$ cat src/rtl/mcm_pkg.sv
package mcm_pkg;
  localparam int CPU_AW   = 16;
  localparam int CPU_DW   = 8;
  localparam int LO_W     = 5;
  localparam int HI_W     = 2;
  localparam int SUB_LO_W = 4;
  localparam int BANK_W   = LO_W + HI_W;
  localparam int OFS_W    = 14;
  localparam int ROM_AW   = BANK_W + OFS_W;
  localparam int RGN_W    = 3;

  typedef enum logic [RGN_W-1:0] {
    RGN_FIX   = 3'd0,
    RGN_LO    = 3'd1,
    RGN_HI    = 3'd2,
    RGN_MODE  = 3'd3
  } region_e;

  typedef struct packed {
    logic [HI_W-1:0] hi;
    logic [LO_W-1:0] lo;
    logic            multi;
  } bank_state_t;
endpackage

$ cat src/rtl/mcm_regs.sv
module mcm_regs
  import mcm_pkg::*;
(
  input  logic              clk_i,
  input  logic              rst_ni,
  input  logic              wr_i,
  input  logic [RGN_W-1:0]  rgn_i,
  input  logic [CPU_DW-1:0] wdata_i,
  output bank_state_t       state_o
);
  bank_state_t state_q;

  always_ff @(posedge clk_i or negedge rst_ni) begin
    if (!rst_ni) begin
      state_q.hi    <= '0;
      state_q.lo    <= LO_W'(1);
      state_q.multi <= 1'b0;
    end else if (wr_i) begin
      unique case (rgn_i)
        RGN_LO:   state_q.lo    <= wdata_i[LO_W-1:0];
        RGN_HI:   state_q.hi    <= wdata_i[HI_W-1:0];
        RGN_MODE: state_q.multi <= wdata_i[0];
        default:  ;
      endcase
    end
  end

  assign state_o = state_q;
endmodule

$ cat src/rtl/mcm_bank_map.sv
module mcm_bank_map
  import mcm_pkg::*;
(
  input  bank_state_t       state_i,
  output logic [BANK_W-1:0] lower_bank_o,
  output logic [BANK_W-1:0] upper_bank_o
);
  logic [BANK_W-1:0] plain_upper;
  logic [BANK_W-1:0] multi_lower;
  logic [BANK_W-1:0] multi_upper;

  // zero low field never maps the switchable window onto a fixed-window bank
  always_comb begin
    plain_upper = {state_i.hi, state_i.lo};
    if (state_i.lo == '0) plain_upper = {state_i.hi, LO_W'(1)};
  end

  // high field moves down one bit position to pick a 16-bank sub-cartridge
  assign multi_lower = BANK_W'({state_i.hi, {SUB_LO_W{1'b0}}});
  assign multi_upper = BANK_W'({state_i.hi, state_i.lo[SUB_LO_W-1:0]});

  assign lower_bank_o = state_i.multi ? multi_lower : '0;
  assign upper_bank_o = state_i.multi ? multi_upper : plain_upper;
endmodule

$ cat src/rtl/mcm_rom_port.sv
module mcm_rom_port
  import mcm_pkg::*;
#(
  parameter int ROM_USED_W = ROM_AW
) (
  input  logic [CPU_AW-1:0] addr_i,
  input  logic              rd_i,
  input  logic [BANK_W-1:0] lower_bank_i,
  input  logic [BANK_W-1:0] upper_bank_i,
  input  logic [CPU_DW-1:0] rom_data_i,
  output logic [ROM_AW-1:0] rom_addr_o,
  output logic [CPU_DW-1:0] rdata_o
);
  logic [ROM_AW-1:0] full_addr;
  logic              in_rom;

  assign in_rom    = ~addr_i[CPU_AW-1];
  assign full_addr = {addr_i[OFS_W] ? upper_bank_i : lower_bank_i, addr_i[OFS_W-1:0]};

  generate
    if (ROM_USED_W >= ROM_AW) begin : g_full
      assign rom_addr_o = full_addr;
    end else begin : g_masked
      assign rom_addr_o = {{(ROM_AW-ROM_USED_W){1'b0}}, full_addr[ROM_USED_W-1:0]};
    end
  endgenerate

  assign rdata_o = (rd_i && in_rom) ? rom_data_i : {CPU_DW{1'b1}};
endmodule

$ cat src/rtl/multicart_rom_mapper.sv
module multicart_rom_mapper
  import mcm_pkg::*;
#(
  parameter int ROM_USED_W = ROM_AW
) (
  input  logic              clk_i,
  input  logic              rst_ni,
  input  logic [CPU_AW-1:0] cpu_addr_i,
  input  logic [CPU_DW-1:0] cpu_wdata_i,
  input  logic              cpu_rd_i,
  input  logic              cpu_wr_i,
  output logic [ROM_AW-1:0] rom_addr_o,
  input  logic [CPU_DW-1:0] rom_data_i,
  output logic [CPU_DW-1:0] cpu_rdata_o,
  output logic [BANK_W-1:0] dbg_lo_bank_o,
  output logic [BANK_W-1:0] dbg_hi_bank_o
);
  bank_state_t       state;
  logic [BANK_W-1:0] lower_bank;
  logic [BANK_W-1:0] upper_bank;
  logic              mode_q;

  mcm_regs u_regs (
    .clk_i   (clk_i),
    .rst_ni  (rst_ni),
    .wr_i    (cpu_wr_i),
    .rgn_i   (cpu_addr_i[CPU_AW-1 -: RGN_W]),
    .wdata_i (cpu_wdata_i),
    .state_o (state)
  );

  mcm_bank_map u_map (
    .state_i      (state),
    .lower_bank_o (lower_bank),
    .upper_bank_o (upper_bank)
  );

  mcm_rom_port #(.ROM_USED_W(ROM_USED_W)) u_port (
    .addr_i       (cpu_addr_i),
    .rd_i         (cpu_rd_i),
    .lower_bank_i (lower_bank),
    .upper_bank_i (upper_bank),
    .rom_data_i   (rom_data_i),
    .rom_addr_o   (rom_addr_o),
    .rdata_o      (cpu_rdata_o)
  );

  assign mode_q        = state.multi;
  assign dbg_lo_bank_o = lower_bank;
  assign dbg_hi_bank_o = upper_bank;
endmodule

$ cat config.mk
export PLATFORM = sky130hd
export DESIGN_NAME = multicart_rom_mapper
export DESIGN_NICKNAME = d
export VERILOG_FILES = /design/src/rtl/mcm_pkg.sv /design/src/rtl/mcm_regs.sv /design/src/rtl/mcm_bank_map.sv /design/src/rtl/mcm_rom_port.sv /design/src/rtl/multicart_rom_mapper.sv
export SDC_FILE = /design/constraint.sdc
export NUM_CORES = 1
export LEC_CHECK = 0
export BUFFER_PORTS_ARGS = -buffer_cell sky130_fd_sc_hd__buf_2
export CORE_MARGIN = 5
export CORE_UTILIZATION = 35
export DETAILED_ROUTE_END_ITERATION = 10
export PLACE_DENSITY_LB_ADDON = 0.05
export SLEW_MARGIN = 30
export SYNTH_ARGS = -nofsm -noshare
export SYNTH_HDL_FRONTEND = slang
export SYNTH_SLANG_ARGS = --single-unit
$ cat constraint.sdc
create_clock -name clk_i -period 3.18 [get_ports clk_i]
set_clock_uncertainty 0.1 [all_clocks]
set_input_delay 0.318 -clock clk_i [delete_from_list [all_inputs] [get_ports clk_i]]
set_output_delay 0.318 -clock clk_i [all_outputs]
set_load 0.005 [all_outputs]
* Word level (Yosys, flattened, before mapping)
Cells that the tools add are included.
W data, S select, Z words.
** Word-level totals
- Input bits :: 36
- Bits in registers :: 8
- Logic and storage cells :: 17
- Output and inout bits :: 43
** Operators by class
- Mux-type cells :: 5
- Bitwise operators :: 1
- Reductions and logical operators :: 5
- Equality and inequality tests :: 3
** Operators with widths (number)
- $mux W7 :: 2
- $mux W8 :: 1
- $eq A3 B2 Y1 const B :: 2
- $mux W6 :: 1
- $reduce_and A2 Y1 :: 3
- $logic_not A5 Y1 :: 1
- $mux W5 :: 1
- $eq A3 B1 Y1 const B :: 1
- $logic_and A1 B1 Y1 :: 1
- $not A1 Y1 :: 1

* Logic depth before layout (Yosys ltp)
Gate-level depths: netlist of the first run.
- Word-level depth :: 4
- Mapped depth :: 3
- Gate-level depth less buffers :: 2

* Cells and area by module
From an unflattened synthesis of the first run, not the netlist that was laid out.
** Second synthesis, totals
- Cell total of the unflattened synthesis :: 65
- Area total of the unflattened synthesis :: 710.7 um^2
** Modules (own cells, without submodules)
- mcm_regs :: sequential area each 201.4 um^2, times used 1, area each 329.1 um^2, cells each 19
- mcm_rom_port :: sequential area each 0.0 um^2, times used 1, area each 265.3 um^2, cells each 30
- mcm_bank_map :: sequential area each 0.0 um^2, times used 1, area each 116.4 um^2, cells each 16

* Worst setup path before layout of the first run
OpenSTA, ideal clock, no wires.
- Path kind :: reg2out
- Start point :: register u_regs.state_q (netlist bit u_regs.state_o[0])
- End point :: output port rom_addr_o[18]
- Data arrival time :: 0.874 ns
- Path slack :: 1.888 ns
- Buffers on the path :: 0
- Required time :: 2.762 ns
- Stages on the path, launching flop included :: 3
- Cells stage by stage :: dfrtp_1 -> mux2_2 -> o21a_1
** On the way
- Longest elaborated chain between the ends :: 2
- Elaborated cells on any way between the ends :: 3
- Those cells by class :: mux: 3
** Ends and longest elaborated chain
- start: declaration :: line mcm_regs.sv:11 : bank_state_t state_q;
- $mux W7 :: line mcm_bank_map.sv:23 : assign upper_bank_o = state_i.multi ? multi_upper : plain_upper;
- net dbg_hi_bank_o[4] :: line multicart_rom_mapper.sv:16 : output logic [BANK_W-1:0] dbg_hi_bank_o
- $mux W7 :: line mcm_rom_port.sv:18 : assign full_addr = {addr_i[OFS_W] ? upper_bank_i : lower_bank_i, addr_i[OFS_W-1:0]};
- end: declaration :: line multicart_rom_mapper.sv:12 : output logic [ROM_AW-1:0] rom_addr_o,
The timed path passes the listed nets, and every way through them passes these cells.

* Worst setup path in the final report of the first run
- Start point :: register u_regs.state_q (netlist bit u_regs.state_o[0])
- End point :: output port rom_addr_o[19]
** On the way
- Longest elaborated chain between the ends :: 2
- Elaborated cells on any way between the ends :: 3
- Those cells by class :: mux: 3
** Ends and longest elaborated chain (line)
- $mux W6 / $mux W7 (equally long branches) :: mcm_bank_map.sv:22, mcm_bank_map.sv:23
- $mux W7 (*) :: mcm_rom_port.sv:18
Every way passes the cells marked *; elsewhere a longest branch is shown, timed or not.

==> results of run 1 <==
-- worst max-delay path, cell delays in order (launching register included) --
cell and delay, ns:
dfrtp_1 0.46, mux2_2 0.37, o21a_1 0.10, buf_2 0.12
-- worst max-delay path by stage --
stage          cells after the start        endpoint  slack [ns]
6_report                           3  rom_addr_o[19]        1.45
5_1_grt                            3  rom_addr_o[18]        1.35
4_1_cts                            3  rom_addr_o[19]        1.42
3_5_place_dp                       3  rom_addr_o[19]        1.71
3_3_place_gp                       3  rom_addr_o[18]        1.73
2_1_floorplan                      2  rom_addr_o[18]        1.89
-- through the flow --
stage               utilization  instances  hold WS [ns]  total power [mW]  setup slack (ns)
CTS                       0.430        125         0.174             0.391              1.42
global route              0.430        125         0.186             0.415              1.35
detailed placement        0.411        120        0.0765             0.297              1.71
floorplan                     -         72       -0.0776             0.249              1.89
global placement          0.411        120        0.0727             0.296              1.73
finish                    0.430        125         0.182             0.382              1.45
-- layer usage --
layer / wire length, um / global-route usage / share of wire
met2: 735 / 0.173 / 0.46
met4: 9 / 0.0581 / 0.0057
met5: 0 / 0 / 0
met1: 644 / 0.136 / 0.40
met3: 201 / 0.0354 / 0.13
-- cells in the final DEF, fill, tap and decap left out --
master         count
conb_1             5
dlygate4sd3_1      1
and2_2             5
dfrtp_1            7
nor3_1             1
and4bb_4           2
o21a_1             2
mux2_1             1
nand2b_1           8
clkbuf_4           3
mux2_4             2
nor2_1             1
clkbuf_1           1
and2b_1            1
nor2b_1            1
a31o_2             1
nand4b_1           1
buf_2             44
a21o_1             1
and2_1             2
mux2_2             7
dfstp_2            1
-- power by group --
group          total (mW)  switching [mW]  internal, mW
clock network      0.0890          0.0406        0.0484
logic               0.143          0.0533        0.0897
registers           0.150          0.0232         0.127
-- logic make-up after synthesis --
kind of cell,after synthesis,share of synthesized area
compound gates,4,0.0456
buf+inv,23,0.241
flops,8,0.294
mux,10,0.175
other cells,1,0.00547
simple gates,22,0.239
-- area by class of cell --
type / instances / area, um^2
Sequential cell: 8 / 201
Tap cell: 27 / 33.8
Clock buffer: 4 / 26.3
Multi-Input combinational cell: 41 / 334
Timing Repair Buffer: 45 / 230
Fill cell: 210 / 1100
-- timing repair --
| item | in CTS | in global routing |
|---|---|---|
| buffers inserted | 0 | 0 |
| resized for setup | 0 | 0 |
| hold buffers | 1 | 0 |
| endpoints found under the hold margin | 7 | 0 |
==> results.sh, run 1 <==
export IMPL_rr_startpoint="u_regs.state_o[0]"
export IMPL_min_path_type="primary input to flip-flop"
export IMPL_largest_register_ffs=8
export IMPL_yosysTopAreaCell="dfrtp_1"
export IMPL_tns_ns=0
export IMPL_io_pins=79
export IMPL_die_w_um=54.3
export IMPL_drc=0
export IMPL_antenna_left=0
export IMPL_yosysWarnings=0
export IMPL_status="completed"
export IMPL_die_height_um=54.3
export IMPL_num_antenna_cells=0
export IMPL_syn2layout_area_growth_pct=20.4
export IMPL_final_net_count=135
export IMPL_p_per_area_nw_per_um2=462
export IMPL_clkLatencyLatePin_ns=0.26
export IMPL_cts_root_buf="clkbuf_4"
export IMPL_placed_area_um2=790
export IMPL_critical_path_class="flip-flop to output port"
export IMPL_syn_inst=68
export IMPL_rsz0062_at_grt="no"
export IMPL_r2r_end="u_regs.state_o[0]"
export IMPL_htreeDepth=1
export IMPL_yosysTopAreaCellShare=0.255
export IMPL_grt_max_degree=12
export IMPL_grt_pass1_wl_um=2340
export IMPL_rows=16
export IMPL_globalplace_congestion=0.656
export IMPL_postLayoutCellArea_um2=826
export IMPL_cap_viol_max_count=0
export IMPL_cts_tree="yes"
export IMPL_ys_flop_type="dfrtp_1"
export IMPL_synth_seq_cells=8
export IMPL_synth_area_per_cell_um2=10.1
export IMPL_setup_violations=0
export IMPL_synth_distinct_cells=21
export IMPL_hold_viol=0
export IMPL_layout_drive_gt1_share=0.663
export IMPL_antenna_found_initial=0
export IMPL_clockBufferDepth=2
export IMPL_min_from="cpu_wdata_i[4]"
export IMPL_async_flop_share=1.00
export IMPL_wirelength_um=1590
export IMPL_synth_most_common_cell="buf_4"
export IMPL_wire_per_inst_um=12.7
export IMPL_synth_top_cells_by_count="19 x buf_4, 8 x nand2b_1, 7 x dfrtp_1, 7 x mux2_2, 5 x and2_2"
export IMPL_cp_required_ns=2.76
export IMPL_netlist_area_um2=686
export IMPL_grt_pass1_vias=522
export IMPL_vias=520
export IMPL_hold_end="u_regs.state_o[5]"
export IMPL_ys_seq_area_frac=0.294
export IMPL_worst_hold_path_num_cells=2
export IMPL_fmax_ghz=0.578
export IMPL_ir_drop_uv=233
export IMPL_grtUsageTotal=0.111
export IMPL_grt_overflow_total=0
export IMPL_clk_pin_slew_ns=0.06
export IMPL_clock_sinks=8
export IMPL_crit_path_start="u_regs.state_o[0]"
export IMPL_crit_path_end_kind="output port"
export IMPL_worstPathMaxFanout=7
export IMPL_synth_area_leaders="dfrtp_1 26%, buf_4 21%, mux2_2 11%, nand2b_1 7.3%, and2_2 5.5%"
export IMPL_drt_pass1_iterations=4
export IMPL_power_leakage_nw=0.420
export IMPL_period_minus_slack_ns=1.73
export IMPL_reg2reg_depth=1
export IMPL_via_per_inst=4.16
export IMPL_dieArea_um2=2940
export IMPL_arrival_ns=1.31
export IMPL_finalMaxSlewViolations=0
export IMPL_cp_start_kind="flip-flop"
export IMPL_drt_initial_drc_count=1
export IMPL_start_util=0.357
export IMPL_r2r_slack_ns=2.19
export IMPL_dp_hpwl_um=1240
export IMPL_io_buffers=44
export IMPL_design_core_area_um2=1920
export IMPL_finalCritPeriodShare=0.544
export IMPL_synth_edff_count=0
export IMPL_cts_buffers=3
(Power assumes the default switching activity.)
==> inputs of run 2 (changes only) <==
--- a/config.mk
+++ b/config.mk
@@ -7,7 +7,7 @@
 export LEC_CHECK = 0
 export BUFFER_PORTS_ARGS = -buffer_cell sky130_fd_sc_hd__buf_2
 export CORE_MARGIN = 5
-export CORE_UTILIZATION = 35
+export CORE_UTILIZATION = 33
 export DETAILED_ROUTE_END_ITERATION = 10
 export PLACE_DENSITY_LB_ADDON = 0.05
 export SLEW_MARGIN = 30
==> constraint.sdc (replaced) <==
create_clock -name clk_i -period 1.65 [get_ports clk_i]
set_clock_uncertainty 0.1 [all_clocks]
set_input_delay 0.165 -clock clk_i [delete_from_list [all_inputs] [get_ports clk_i]]
set_output_delay 0.165 -clock clk_i [all_outputs]
set_load 0.005 [all_outputs]
==> run 2 against run 1 <==
  * Power up 90%
  * Sequential share of layout area did not move
  * Clock power is 80% higher
  * Combinational power is 94% higher
  * Non-clock buffer count unchanged
  * Register-to-register slack lost 1.5 ns
==> results.sh, run 2 (synthesis results as in run 1) <==
export IMPL_status="completed"
export IMPL_antenna_found_initial=0
export IMPL_reg2reg_depth=1
export IMPL_final_common_cell="buf_2"
export IMPL_clkLatencyLatePin_ns=0.25
export IMPL_path_buf_inv=1
export IMPL_placed_area_um2=790
export IMPL_rr_startpoint="u_regs.state_o[0]"
export IMPL_die_height_um=55.6
export IMPL_setup_ws_ns=0.0913
export IMPL_tns_ns=0
export IMPL_ir_drop_uv=518
export IMPL_cts_root_buf="clkbuf_4"
export IMPL_dieArea_um2=3090
export IMPL_design_core_area_um2=1960
export IMPL_max_stage_delay_ns=0.45
export IMPL_r2r_slack_ns=0.67
export IMPL_cts_buffers=3
export IMPL_rsz0062_at_grt="no"
export IMPL_preCtsSetupSlack_ns=0.341
export IMPL_cp_start_kind="flip-flop"
export IMPL_worst_hold_path_num_cells=2
export IMPL_htreeDepth=1
export IMPL_post_route_util=0.421
export IMPL_min_from="cpu_wdata_i[3]"
export IMPL_arrival_ns=1.29
export IMPL_cts_tree="yes"
export IMPL_grt_max_degree=12
export IMPL_hold_end="u_regs.state_o[4]"
export IMPL_hold_viol=0
export IMPL_wirelength_um=1520
export IMPL_drt_pass1_iterations=2
export IMPL_grtUsageTotal=0.0962
export IMPL_io_buffers=44
export IMPL_worst_hold_slack_ns=0.0390
export IMPL_rows=16
export IMPL_p_per_area_nw_per_um2=877
export IMPL_die_w_um=55.6
export IMPL_power_uw=724
export IMPL_wire_per_inst_um=12.2
export IMPL_power_leakage_nw=0.420
export IMPL_vias=524
export IMPL_cap_viol_max_count=0
export IMPL_clock_sinks=8
export IMPL_drt_initial_drc_count=14
export IMPL_setup_violations=0
export IMPL_antenna_left=0
export IMPL_period_minus_slack_ns=1.56
export IMPL_critical_path_class="flip-flop to output port"
export IMPL_worstPathMaxFanout=7
export IMPL_crit_path_end_kind="output port"
export IMPL_grt_pass1_vias=529
export IMPL_grt_overflow_total=0
export IMPL_final_cell_mix="44 x buf_2, 8 x nand2b_1, 7 x mux2_2, 7 x dfrtp_1"
export IMPL_final_net_count=135
export IMPL_placed_cells=120
export IMPL_fmax_ghz=0.642
export IMPL_postLayoutCellArea_um2=826
export IMPL_finalMaxSlewViolations=0
export IMPL_largest_register_ffs=8
export IMPL_dp_hpwl_um=1270
export IMPL_clk_pin_slew_ns=0.05
export IMPL_layout_drive_gt1_share=0.663
export IMPL_via_per_inst=4.19
export IMPL_r2r_end="u_regs.state_o[0]"
export IMPL_start_util=0.349
export IMPL_finalCritPeriodShare=0.945
export IMPL_syn2layout_area_growth_pct=20.4
export IMPL_clockBufferDepth=2
export IMPL_cp_required_ns=1.38
export IMPL_drc=0
export IMPL_grt_pass1_wl_um=2480
export IMPL_path_cells="mux2_2 > o21a_1 > buf_2"
export IMPL_crit_family="flip-flops"
export IMPL_io_pins=79
export IMPL_slowest_stage="dfrtp_1"
export IMPL_min_path_type="primary input to flip-flop"
export IMPL_stdcell_count=125
export IMPL_nFillCells=209
export IMPL_num_antenna_cells=0
export IMPL_globalplace_congestion=0.667
## run 2: cell counts in the layout (fill, tap and decap cells not counted)
No cell type changed its count.
## run 2: final cells by class
class,instances,area [um^2],share of cell area
clock buffer,4,26.3,0.0318
sequential,8,201,0.244
timing repair buffer,45,230,0.279
multi-input combinational,41,334,0.405
tap,27,33.8,0.0409
## run 2: what timing repair did
action / CTS / global route
hold buffers: 1 / 0
setup buffers: 0 / 0
endpoints found under the hold margin: 8 / 0
gates resized for setup: 0 / 0
## run 2: layer usage
| metal | part of all wire | track usage | vias up |
|---|---|---|---|
| met4 | 0 | 0.0174 | 0 |
| li1 | - | - | 260 |
| met5 | 0 | 0 | - |
| met3 | 0.13 | 0.0603 | 0 |
| met1 | 0.41 | 0.104 | 227 |
| met2 | 0.46 | 0.160 | 37 |
## run 2: power by group
part	leakage [nW]	switching [mW]	internal, mW
Clock	0.0150	0.0678	0.0926
Combinational	0.311	0.104	0.173
Sequential	0.0945	0.0432	0.244
## run 2: worst max-delay path by stage
stage	startpoint	end	slack [ns]	cells past startpoint
finish	u_regs.state_o[0]	rom_addr_o[18]	0.09	3
global route	u_regs.state_o[0]	rom_addr_o[19]	0.01	3
CTS	u_regs.state_o[0]	rom_addr_o[18]	0.06	3
detailed placement	u_regs.state_o[0]	rom_addr_o[18]	0.34	3
global placement	u_regs.state_o[0]	rom_addr_o[18]	0.34	3
floorplan	u_regs.state_o[0]	rom_addr_o[19]	0.51	2
